<file path="config.mk">
export PLATFORM = sky130hd
export DESIGN_NAME = rtc_byte_bridge
export DESIGN_NICKNAME = d
export VERILOG_FILES = /design/src/rtl/rtcb_pkg.sv /design/src/rtl/rtcb_halftick.sv /design/src/rtl/rtcb_shifter.sv /design/src/rtl/rtcb_regs.sv /design/src/rtl/rtc_byte_bridge.sv
export SDC_FILE = /design/constraint.sdc
export NUM_CORES = 1
export LEC_CHECK = 0
export BUFFER_PORTS_ARGS = -buffer_cell sky130_fd_sc_hd__buf_4
export CORE_MARGIN = 5
export CORE_UTILIZATION = 52
export CTS_BUF_LIST = sky130_fd_sc_hd__clkbuf_8
export CTS_CLUSTER_SIZE = 14
export DETAILED_ROUTE_END_ITERATION = 8
export PLACE_DENSITY = 0.87
export SETUP_SLACK_MARGIN = 0.3
export SLEW_MARGIN = 15
export SYNTH_ARGS = -nofsm -noshare
export SYNTH_HDL_FRONTEND = slang
export SYNTH_SLANG_ARGS = --single-unit
</file>
<file path="constraint.sdc">
create_clock -name clk -period 4.1 [get_ports clk]
set_input_delay 0.205 -clock clk [delete_from_list [all_inputs] [get_ports clk]]
set_output_delay 0.205 -clock clk [all_outputs]
set_load 0.05 [all_outputs]
</file>
<file path="src/rtl/rtcb_pkg.sv">
package rtcb_pkg;
   typedef enum logic {
      REG_CTRL = 1'b0,
      REG_DATA = 1'b1
   } rtcb_reg_e;

   localparam int CTRL_SEL_BIT  = 0;
   localparam int CTRL_BUSY_BIT = 1;
endpackage

</file>
<file path="src/rtl/rtcb_halftick.sv">
module rtcb_halftick #(
   parameter int HALF_DIV = 2
) (
   input  logic clk,
   input  logic rst_n,
   input  logic run,
   output logic tick
);
   localparam int CNT_W = (HALF_DIV > 1) ? $clog2(HALF_DIV) : 1;

   generate
      if (HALF_DIV < 1) begin : g_bad_div
         $error("rtcb_halftick: HALF_DIV must be at least 1");
      end
      if (HALF_DIV == 1) begin : g_direct
         assign tick = run;
      end else begin : g_count
         localparam logic [CNT_W-1:0] LAST = CNT_W'(HALF_DIV - 1);
         logic [CNT_W-1:0] cnt_q;
         always_ff @(posedge clk or negedge rst_n) begin
            if (!rst_n) begin
               cnt_q <= '0;
            end else if (!run || cnt_q == LAST) begin
               cnt_q <= '0;
            end else begin
               cnt_q <= cnt_q + 1'b1;
            end
         end
         assign tick = run && (cnt_q == LAST);
      end
   endgenerate
endmodule

</file>
<file path="src/rtl/rtcb_shifter.sv">
module rtcb_shifter #(
   parameter int BYTE_W   = 8,
   parameter int HALF_DIV = 2
) (
   input  logic              clk,
   input  logic              rst_n,
   input  logic              start,
   input  logic [BYTE_W-1:0] tx_byte,
   input  logic              miso,
   output logic              busy,
   output logic              sclk,
   output logic              mosi,
   output logic              done,
   output logic [BYTE_W-1:0] rx_byte
);
   localparam int BIT_W = $clog2(BYTE_W);
   localparam logic [BIT_W-1:0] LAST_BIT = BIT_W'(BYTE_W - 1);

   generate
      if (BYTE_W < 2) begin : g_bad_w
         $error("rtcb_shifter: BYTE_W must be at least 2");
      end
   endgenerate

   logic              busy_q;
   logic              sclk_q;
   logic [BYTE_W-1:0] tx_q;
   logic [BYTE_W-1:0] rx_q;
   logic [BIT_W-1:0]  bit_q;
   logic              tick;

   rtcb_halftick #(.HALF_DIV(HALF_DIV)) u_tick (
      .clk  (clk),
      .rst_n(rst_n),
      .run  (busy_q),
      .tick (tick)
   );

   always_ff @(posedge clk or negedge rst_n) begin
      if (!rst_n) begin
         busy_q <= 1'b0;
         sclk_q <= 1'b0;
         tx_q   <= '0;
         rx_q   <= '0;
         bit_q  <= '0;
      end else if (!busy_q) begin
         if (start) begin
            busy_q <= 1'b1;
            sclk_q <= 1'b0;
            tx_q   <= tx_byte;
            bit_q  <= '0;
         end
      end else if (tick) begin
         if (!sclk_q) begin
            sclk_q <= 1'b1;
            rx_q   <= {rx_q[BYTE_W-2:0], miso};
         end else begin
            sclk_q <= 1'b0;
            tx_q   <= {tx_q[BYTE_W-2:0], 1'b0};
            if (bit_q == LAST_BIT) begin
               busy_q <= 1'b0;
            end else begin
               bit_q <= bit_q + 1'b1;
            end
         end
      end
   end

   assign busy    = busy_q;
   assign sclk    = sclk_q;
   assign mosi    = tx_q[BYTE_W-1];
   assign done    = busy_q && tick && sclk_q && (bit_q == LAST_BIT);
   assign rx_byte = rx_q;
endmodule

</file>
<file path="src/rtl/rtcb_regs.sv">
module rtcb_regs
   import rtcb_pkg::*;
#(
   parameter int DATA_W = 32,
   parameter int BYTE_W = 8
) (
   input  logic              clk,
   input  logic              rst_n,
   input  logic              bus_req,
   input  logic              bus_we,
   input  logic              bus_addr,
   input  logic [DATA_W-1:0] bus_wdata,
   output logic [DATA_W-1:0] bus_rdata,
   input  logic              busy,
   input  logic              done,
   input  logic [BYTE_W-1:0] rx_byte,
   output logic              start,
   output logic [BYTE_W-1:0] tx_byte,
   output logic              sel,
   output logic [BYTE_W-1:0] rd_byte
);
   generate
      if (DATA_W < BYTE_W || DATA_W < 2) begin : g_bad_dw
         $error("rtcb_regs: DATA_W must cover BYTE_W and two control bits");
      end
   endgenerate

   logic              sel_q;
   logic [BYTE_W-1:0] rd_q;
   logic              wr_ctrl;
   logic              wr_data;

   assign wr_ctrl = bus_req && bus_we && (bus_addr == REG_CTRL);
   assign wr_data = bus_req && bus_we && (bus_addr == REG_DATA);
   assign start   = wr_data && !busy;
   assign tx_byte = bus_wdata[BYTE_W-1:0];

   always_ff @(posedge clk or negedge rst_n) begin
      if (!rst_n) begin
         sel_q <= 1'b0;
         rd_q  <= '0;
      end else begin
         if (wr_ctrl) begin
            sel_q <= bus_wdata[CTRL_SEL_BIT];
         end
         if (done) begin
            rd_q <= rx_byte;
         end
      end
   end

   always_comb begin
      bus_rdata = '0;
      if (bus_addr == REG_CTRL) begin
         bus_rdata[CTRL_SEL_BIT]  = sel_q;
         bus_rdata[CTRL_BUSY_BIT] = busy;
      end else begin
         bus_rdata[BYTE_W-1:0] = rd_q;
      end
   end

   assign sel     = sel_q;
   assign rd_byte = rd_q;
endmodule

</file>
<file path="src/rtl/rtc_byte_bridge.sv">
module rtc_byte_bridge #(
   parameter int DATA_W   = 32,
   parameter int BYTE_W   = 8,
   parameter int HALF_DIV = 2
) (
   input  logic              clk,
   input  logic              rst_n,
   input  logic              bus_req,
   input  logic              bus_we,
   input  logic              bus_addr,
   input  logic [DATA_W-1:0] bus_wdata,
   output logic [DATA_W-1:0] bus_rdata,
   output logic              rtc_cs_n,
   output logic              rtc_sclk,
   output logic              rtc_mosi,
   input  logic              rtc_miso
);
   logic              busy_w;
   logic              done_w;
   logic              start_w;
   logic              sel_w;
   logic [BYTE_W-1:0] tx_w;
   logic [BYTE_W-1:0] rx_w;
   logic [BYTE_W-1:0] rd_byte_w;

   rtcb_regs #(.DATA_W(DATA_W), .BYTE_W(BYTE_W)) u_regs (
      .clk      (clk),
      .rst_n    (rst_n),
      .bus_req  (bus_req),
      .bus_we   (bus_we),
      .bus_addr (bus_addr),
      .bus_wdata(bus_wdata),
      .bus_rdata(bus_rdata),
      .busy     (busy_w),
      .done     (done_w),
      .rx_byte  (rx_w),
      .start    (start_w),
      .tx_byte  (tx_w),
      .sel      (sel_w),
      .rd_byte  (rd_byte_w)
   );

   rtcb_shifter #(.BYTE_W(BYTE_W), .HALF_DIV(HALF_DIV)) u_shift (
      .clk    (clk),
      .rst_n  (rst_n),
      .start  (start_w),
      .tx_byte(tx_w),
      .miso   (rtc_miso),
      .busy   (busy_w),
      .sclk   (rtc_sclk),
      .mosi   (rtc_mosi),
      .done   (done_w),
      .rx_byte(rx_w)
   );

   assign rtc_cs_n = !sel_w;
endmodule

</file>
### Word level (Yosys, flattened, before mapping)

Index checks and enable logic that the tools add are counted.

| cells by class | value |
|---|---|
| $add $sub $neg | 2 |
| reduce and logical (&&, ||, !) cells | 16 |
| equal/unequal tests | 4 |
| bitwise gates (word level) | 2 |
| mux-type cells | 21 |

Operator list:

| cell | count |
|---|---|
| 8-bit 2-to-1 mux | 4 |
| 3-bit 2-to-1 mux | 5 |
| 1-bit 2-to-1 mux | 10 |
| 1-bit logical AND | 8 |
| 6-bit 2-to-1 mux | 1 |
| 2-bit != test, second input constant | 3 |
| 3-bit AND reduction | 2 |
| 4-bit AND reduction | 1 |
| 3-bit by 1-bit adder with 3-bit output, second input constant | 1 |
| 3-bit equality test, second input constant | 1 |
| 1-bit logical NOT | 2 |
| 2-bit 2-to-1 mux | 1 |
| 1-bit inverter | 2 |
| 2-bit AND reduction | 1 |
| 2-bit nonzero test | 1 |
| 1-bit adder, second input constant | 1 |
| 1-bit logical OR | 1 |

| storage, ports and cells | value |
|---|---|
| logic and storage cells | 53 |
| register bits | 31 |

### Longest topological paths before layout

Gate-level depths: netlist (run 1).

| depth | value |
|---|---|
| depth after elaboration | 5 |
| gate-level depth with buffers | 5 |
| depth with buffers taken out | 5 |

### By module

A second synthesis (run 1) with hierarchy kept.

| second synthesis, totals | value |
|---|---|
| cell total of the unflattened synthesis | 147 |
| area, all modules | 1662.8 um2 |

Modules (own cells, without submodules):

| module | area each (um2) | cells an instance | sequential area each (um2) | times used |
|---|---|---|---|---|
| rtcb_shifter | 928.4 | 80 | 525.5 | 1 |
| rtcb_regs | 689.4 | 63 | 225.2 | 1 |
| rtcb_halftick | 41.3 | 3 | 25.0 | 1 |
| rtc_byte_bridge | 3.8 | 1 | 0.0 | 1 |

### Least setup slack after synthesis (run 1)

OpenSTA, ideal clock, no wires.

| timing | value |
|---|---|
| kind | reg-to-output |
| from | register u_regs.sel_q (netlist: u_regs.sel) |
| to | output bus_rdata[0] |
| setup slack | 2.197 ns |
| data required time | 3.895 ns |
| buffers on the path | 0 |
| cell stages (with the launch flop) | 3 |
| arrival time | 1.698 ns |
| path through | dfrtp_1 -> inv_1 -> o21ai_0 |

| between the ends | value |
|---|---|
| cells in the longest elaborated chain, start to end | 1 |

RTL lines:

| item | RTL line | RTL |
|---|---|---|
| start: declaration | rtcb_regs.sv:28 | `logic sel_q;` |
| start signal: assignment | rtcb_regs.sv:44 | `sel_q <= bus_wdata[CTRL_SEL_BIT];` |
| 2-bit 2-to-1 mux | rtcb_regs.sv:54 | `if (bus_addr == REG_CTRL) begin` |
| end: declaration | rtc_byte_bridge.sv:12 | `output logic [DATA_W-1:0] bus_rdata,` |

No other way between the ends.

### Worst setup path after layout (run 1)

| timing | value |
|---|---|
| from | register u_shift.busy_q (netlist: u_shift.busy) |
| to | register u_shift.rx_q[0] (netlist: u_shift.rx_byte[0]) |

| between the ends | value |
|---|---|
| cells in the longest elaborated chain, start to end | 2 |

RTL lines:

| item | RTL line | RTL |
|---|---|---|
| start: declaration | rtcb_shifter.sv:25 | `logic busy_q;` |
| start signal: assignment | rtcb_shifter.sv:41 | `busy_q <= 1'b0;` |
| start signal: assignment | rtcb_shifter.sv:48 | `busy_q <= 1'b1;` |
| start signal: assignment | rtcb_shifter.sv:61 | `busy_q <= 1'b0;` |
| 1-bit logical AND | rtcb_halftick.sv:29 | `assign tick = run && (cnt_q == LAST);` |
| 3-bit AND reduction (no line) * | n/a |  |
| end signal: assignment | rtcb_shifter.sv:56 | `rx_q <= {rx_q[BYTE_W-2:0], miso};` |
| end: declaration | rtcb_shifter.sv:28 | `logic [BYTE_W-1:0] rx_q;` |

Every way passes the cells marked *; elsewhere a longest branch is shown, timed or not.
A chain may end at the register's enable or synchronous reset.

==> impl_metrics.py, run 1 <==
metrics = {
    "setup_path": {
        "r2r_start": "u_shift.busy",
        "cp_cell_sequence": "nand2_1 > or2_1 > mux2_2",
        "crit_type": "reg -> reg",
        "critPathTopFamily": "flip-flops",
        "reg2regPathDepth": 3,
        "setup.worst_path.start": "u_shift.busy",
        "r2r_end": "u_shift.rx_byte[0]",
        "r2r_slack_ns": 2.26,
        "slowest_delay_ns": 0.75,
        "cp_data_required_time_ns": 4.26,
        "cp_slowest_cell": "dfrtp_1",
        "cp_num_buf_inv": 0,
        "arrival_ns": 2.00,
        "cp-end-kind": "register",
        "cp-start-kind": "register",
        "crit_fanout": 20,
    },
    "placed_design": {
        "portBuffers": 24,
        "placed_area_mm2": 0.00174,
        "pre_cts_ws_ns": 2.28,
        "placed_cells": 197,
        "place_congestion": 0.768,
        "dp_hpwl_um": 2060,
    },
    "sta": {
        "final-hold-violation-count": 0,
        "final-setup-viol-count": 0,
        "max_slew_margin_pct": 58.0,
        "skew_ns": 0.00993,
        "tightest_slew_ns": 0.630,
        "fin_ws_ns": 2.26,
        "clock.fmax_mhz": 545,
        "min_period_ns": 1.84,
        "rsz0062_at_grt": "false",
        "tns_ns": 0,
        "maxSlewViolCount": 0,
        "timing.final.crit_share_pct": 44.8,
    },
    "power": {
        "p_sw_mw": 0.554,
        "power.density_mw_per_mm2": 769,
        "seqPwrFrac_pct": 40.5,
        "switching_share_pct": 39.4,
        "power.share.clock_pct": 15.8,
        "p_leak_nw": 0.913,
        "p_int_mw": 0.852,
        "pwr-share-comb_pct": 43.7,
        "ir_worst_vdd_mv": 0.506,
    },
    "global_routing": {
        "grt_pass1_vias": 1023,
        "grt-ovfl-total": 0,
        "grt_use_total_pct": 14.8,
        "antenna_found_initial": 0,
        "grt_max_degree": 32,
        "grt_pass1_wl_um": 4690,
    },
    "drt": {
        "drt_first_pass_iters": 5,
        "drc": 0,
        "wl_per_cell_um": 13.5,
        "viasPerCell": 4.74,
        "ant_nets": 0,
        "num_vias": 977,
        "drt-total-wl_um": 2790,
        "dr.first_iter.drc_count": 15,
    },
    "worst_hold_path": {
        "hp-class": "in -> reg",
        "hold_path_depth": 2,
        "hp-start": "rtc_miso",
        "hold_end": "u_shift.rx_byte[0]",
    },
    "yosys": {
        "synth_cells": 135,
        "synth_cell_types": 26,
        "syn_area_mm2": 0.00165,
        "yosysTopAreaCellShare_pct": 47.0,
        "synth.largest_area_cell": "dfrtp_1",
        "ys_warn_count": 0,
        "synth_area_leaders": "dfrtp_1 47%, mux2_2 22%, buf_4 11%",
        "seq_area_frac_synth_pct": 47.0,
        "ys_ff_latch": 31,
        "postSynthAreaPerCell_um2": 12.2,
    },
    "layout": {
        "layout.nets": 201,
        "syn2layout_area_growth_pct": 10.8,
        "n_antenna_cell": 0,
        "design_area_mm2": 0.00183,
        "utilization_pct": 59.9,
        "fin_cells": 206,
        "layout-drive-gt1-share_pct": 40.7,
    },
    "clock_tree": {
        "clockBufferDepth": 2,
        "htree_num_levels": 2,
        "cts_resized": 0,
        "tritoncts": "built",
        "numCtsBuffers": 5,
        "clockRootBuffer": "clkbuf_8",
        "clk_pin_slew_ns": 0.07,
        "insertion_delay_ns": 0.29,
        "cts.sinks": 31,
    },
    "die": {
        "chipHeight_um": 66.3,
        "core-area_mm2": 0.00305,
        "pin_count": 73,
        "die_area_mm2": 0.00440,
        "initial_core_util_pct": 54.0,
        "fp-row-count": 20,
        "die_w_um": 66.3,
    },
    "flow_run": {
        "max_cap_viol_count": 0,
    },
    "outcome": {
        "status": "complete, no violations",
    },
}
per-stage QoR:
step / hold WS, ns / total power [mW]
finish: 0.162 / 1.41
CTS: 0.161 / 1.42
floorplan: -0.0906 / 1.10
global placement: 0.145 / 1.14
detailed placement: 0.153 / 1.19
global route: 0.154 / 1.51
Yosys cell counts:
library cell,count
nand4_2,1
nand4b_4,1
nand3_1,5
nand2_1,9
nor2_1,1
o31ai_1,1
a32o_1,1
mux2_2,32
nor2b_1,1
nand2_2,1
buf_6,2
ha_1,2
o21a_1,1
or2_1,1
inv_1,2
nand3b_1,1
buf_4,25
o21ai_0,2
dfrtp_1,31
conb_1,1
and2b_2,1
buf_12,1
nand2b_1,1
o211ai_1,4
and2_1,6
clkbuf_1,1
registers in the layout, summed over array words and instances, names as in the netlist:
signal	flops
u_shift.sclk	1
u_shift.rx_byte	8
u_shift.bit_q	3
u_shift.u_tick.g_count.cnt_q	1
u_regs.sel	1
u_shift.busy	1
u_shift.tx_q	8
u_regs.rd_byte	8
timing repair:
item                                   CTS  global route
hold buffers                             1             0
buffers inserted                         0             0
endpoints found under the hold margin   31             0
cells in the final DEF, fill, tap and decap left out:
master and n:
clkinv_2 1, or2_1 1, ha_1 2, clkbuf_8 5, and2b_2 1, buf_4 24
nor2_1 1, o21ai_0 2, nand4_2 1, mux2_2 32, a32o_1 1, o211ai_1 4
nand3_1 5, o31ai_1 1, dfrtp_1 31, nand4b_4 1, nand3b_1 1, nand2b_1 1
conb_1 24, o21a_1 1, inv_1 4, and2_1 6, nor2b_1 1, nand2_2 1
nand2_1 9, dlygate4sd3_1 1
cell families (layout without fill, tap and decap cells):
kind of cell | Yosys count | in the layout | synth area share, %
mux | 32 | 32 | 21.9
flops | 31 | 31 | 47.0
buf+inv | 31 | 35 | 14.6
simple gates | 29 | 29 | 10.8
compound gates | 9 | 9 | 3.95
fa+ha+maj | 2 | 2 | 1.52
other cells | 1 | 24 | 0.227
area by class of cell:
| class | instances | area (um^2) |
|---|---|---|
| Clock buffer | 5 | 68.8 |
| Fill cell | 242 | 1220 |
| Inverter | 2 | 7.51 |
| Tap cell | 44 | 55.1 |
| Multi-Input combinational cell | 96 | 718 |
| Sequential cell | 31 | 776 |
| Clock inverter | 3 | 12.5 |
| Timing Repair Buffer | 25 | 190 |
worst max path at each step:
stage | endpoint | slack, ns | cells after the start
after global routing | u_shift.rx_byte[0] | 2.09 | 3
final | u_shift.rx_byte[0] | 2.26 | 3
after floorplan | bus_rdata[0] | 2.20 | 2
after global placement | u_shift.rx_byte[3] | 2.31 | 3
after CTS | u_shift.rx_byte[0] | 2.25 | 3
after detailed placement | u_shift.rx_byte[0] | 2.28 | 3
power by group through the flow:
stage | combinational, mW | clock [mW] | sequential (mW)
after floorplan | 0.548 | 0 | 0.551
after global placement | 0.585 | 0 | 0.559
after detailed placement | 0.619 | 0 | 0.575
after CTS | 0.623 | 0.227 | 0.569
after global routing | 0.668 | 0.244 | 0.594
final | 0.615 | 0.222 | 0.569
metal layers:
layer  wire [um]  vias to the layer above  GRT usage, %  share of wire, %
met1        1010                      468          15.6                36
li1            -                      465             -                 -
met5           0                        -             0                 0
met2        1480                       38          24.5                53
met4          64                        0          7.87               2.3
met3         235                        6          6.80               8.4
Power figures use the tool's default switching activity.
==> run 2, diff against run 1 <==
Settings changed: CORE_UTILIZATION 52 to 44, PLACE_DENSITY 0.87 to 0.78.
Clock period 4.1 ns to 1.5 ns, I/O delays scaled along.
==> run 2 against run 1 <==
Count of clock-buffer cells in the layout did not move. Total power increased to 3.2 times the previous value. Flip-flop and latch count stayed put. Global-route usage is 2.2 points lower. Die area grew 15%. Worst hold slack worse by 0.14 ns. Sequential share of layout area down 5.5 points. Core utilization fell by 1.8 points. Critical path type unchanged. Combinational power rose to 3.9 times the previous value.
==> impl_metrics.py, run 2 (synthesis results as in run 1) <==
metrics = {
    "setup_path": {
        "cp-start-kind": "register",
        "cp-end-kind": "register",
        "cp_slowest_cell": "dfrtp_1",
        "cp_cell_sequence": "ha_2 > ha_4 > nand4_4 > mux2_4",
        "critPathTopFamily": "adder cells",
        "r2r_slack_ns": 0.10,
        "cp_data_required_time_ns": 1.67,
        "cp_num_buf_inv": 0,
        "slowest_delay_ns": 0.36,
        "crit_type": "reg -> reg",
        "crit_fanout": 7,
        "arrival_ns": 1.57,
    },
    "power": {
        "p_leak_nw": 1.05,
        "switching_share_pct": 38.3,
        "power.density_mw_per_mm2": 2160,
        "ir_worst_vdd_mv": 1.48,
        "pwr-share-comb_pct": 52.4,
        "fin_total_pwr_mw": 4.57,
        "power.share.clock_pct": 13.8,
        "p_sw_mw": 1.75,
        "p_int_mw": 2.82,
        "seqPwrFrac_pct": 33.8,
    },
    "layout": {
        "seq_area_um2": 779,
        "n_antenna_cell": 0,
        "utilization_pct": 58.1,
        "syn2layout_area_growth_pct": 28.0,
        "num-fill-cells": 301,
        "multi_input_area_um2": 846,
        "layout.nets": 219,
        "layout_commonest_cell": "buf_4",
        "fin_cells": 228,
        "layout_common_cells": "35 x buf_4, 28 x dfrtp_1, 24 x conb_1",
        "layout-drive-gt1-share_pct": 52.2,
    },
    "die": {
        "fp-row-count": 22,
        "die_area_mm2": 0.00507,
        "die_w_um": 71.2,
        "initial_core_util_pct": 45.4,
        "chipHeight_um": 71.2,
        "pin_count": 73,
        "core-area_mm2": 0.00363,
    },
    "outcome": {
        "status": "complete, no violations",
    },
    "global_routing": {
        "grt-ovfl-total": 0,
        "grt_pass1_wl_um": 4970,
        "grt_pass1_vias": 1077,
        "antenna_found_initial": 0,
        "grt_use_total_pct": 12.6,
        "grt_max_degree": 32,
    },
    "clock_tree": {
        "htree_num_levels": 2,
        "clk_pin_slew_ns": 0.07,
        "insertion_delay_ns": 0.28,
        "cts.sinks": 31,
        "clockBufferDepth": 2,
        "tritoncts": "built",
        "numCtsBuffers": 5,
        "clockRootBuffer": "clkbuf_8",
    },
    "drt": {
        "drt-total-wl_um": 3180,
        "dr.first_iter.drc_count": 23,
        "ant_nets": 0,
        "viasPerCell": 4.76,
        "drc": 0,
        "drt_first_pass_iters": 4,
        "num_vias": 1085,
        "wl_per_cell_um": 13.9,
    },
    "sta": {
        "skew_ns": 0.00320,
        "clock.fmax_mhz": 715,
        "tns_ns": 0,
        "final-hold-violation-count": 0,
        "rsz0062_at_grt": "true",
        "holdWs_ns": 0.0236,
        "final-setup-viol-count": 0,
        "timing.final.crit_share_pct": 93.3,
        "min_period_ns": 1.40,
        "maxSlewViolCount": 0,
    },
    "placed_design": {
        "portBuffers": 24,
        "place_congestion": 0.750,
        "placed_cells": 205,
        "dp_hpwl_um": 2060,
    },
    "worst_hold_path": {
        "hp-class": "in -> reg",
    },
    "flow_run": {
        "max_cap_viol_count": 0,
    },
}
[run 2: cell types whose count changed in the layout (fill, tap and decap cells not counted), sizes merged]
| cell | change |
|---|---|
| buf | +16 |
| clkinvlp | +1 |
| inv | -1 |
| nand4 | +1 |
| or2 | +1 |
[run 2: path summary, 6_finish.rpt]
kind,startpoint,to,cells past startpoint
setup / recovery,u_shift.bit_q[1],u_regs.rd_byte[6],4
hold / removal,rtc_miso,u_shift.rx_byte[0],2
setup reg to reg,u_shift.bit_q[1],u_regs.rd_byte[6],4
hold reg to reg,u_regs.sel,u_regs.sel,2
max in group asynchronous,rst_n,u_shift.u_tick.g_count.cnt_q,2
min in group asynchronous,rst_n,u_regs.rd_byte[3],2
[run 2: power groups by stage]
stage	sequential (mW)	combinational [mW]	clock, mW
2_1_floorplan	1.53	1.62	0
4_1_cts	1.53	2.14	0.652
5_1_grt	1.59	2.59	0.694
3_5_place_dp	1.56	1.91	0
6_report	1.54	2.39	0.630
3_3_place_gp	1.53	1.82	0
[run 2: metal layers]
layer	track usage (%)	part of all wire, %	up-vias
li1	-	-	507
met1	15.0	42	532
met2	20.7	50	39
met3	3.79	6.2	7
met4	6.05	2.0	0
met5	0	0	-
[run 2: worst register-to-register path, stage by stage (launching register included)]
cell and delay [ns]:
dfrtp_1 0.36, ha_2 0.20, ha_4 0.20, nand4_4 0.18, mux2_4 0.35
[run 2: through the flow]
step           worst slack [ns]  area (um^2)
2_1_floorplan            0.0944         1790
3_3_place_gp             0.0668         1830
3_5_place_dp            -0.0123         1830
4_1_cts                   0.101         2020
5_1_grt                  0.0550         2110
6_report                  0.101         2110
[run 2: cell type report]
cell class | instances | share of cell area [%]
clock inverter | 3 | 0.771
tap | 48 | 2.85
multi-input combinational | 98 | 40.1
timing repair buffer | 41 | 15.8
clock buffer | 5 | 3.26
sequential | 31 | 36.9
inverter | 2 | 0.356
[run 2: timing repair]
item	in CTS	in global routing
hold buffers	1	0
buffers inserted	7	5
hold endpoints to repair	31	0
gates resized for setup	8	13
pin swaps	4	4
cloned	1	1
setup endpoints to repair	28	30
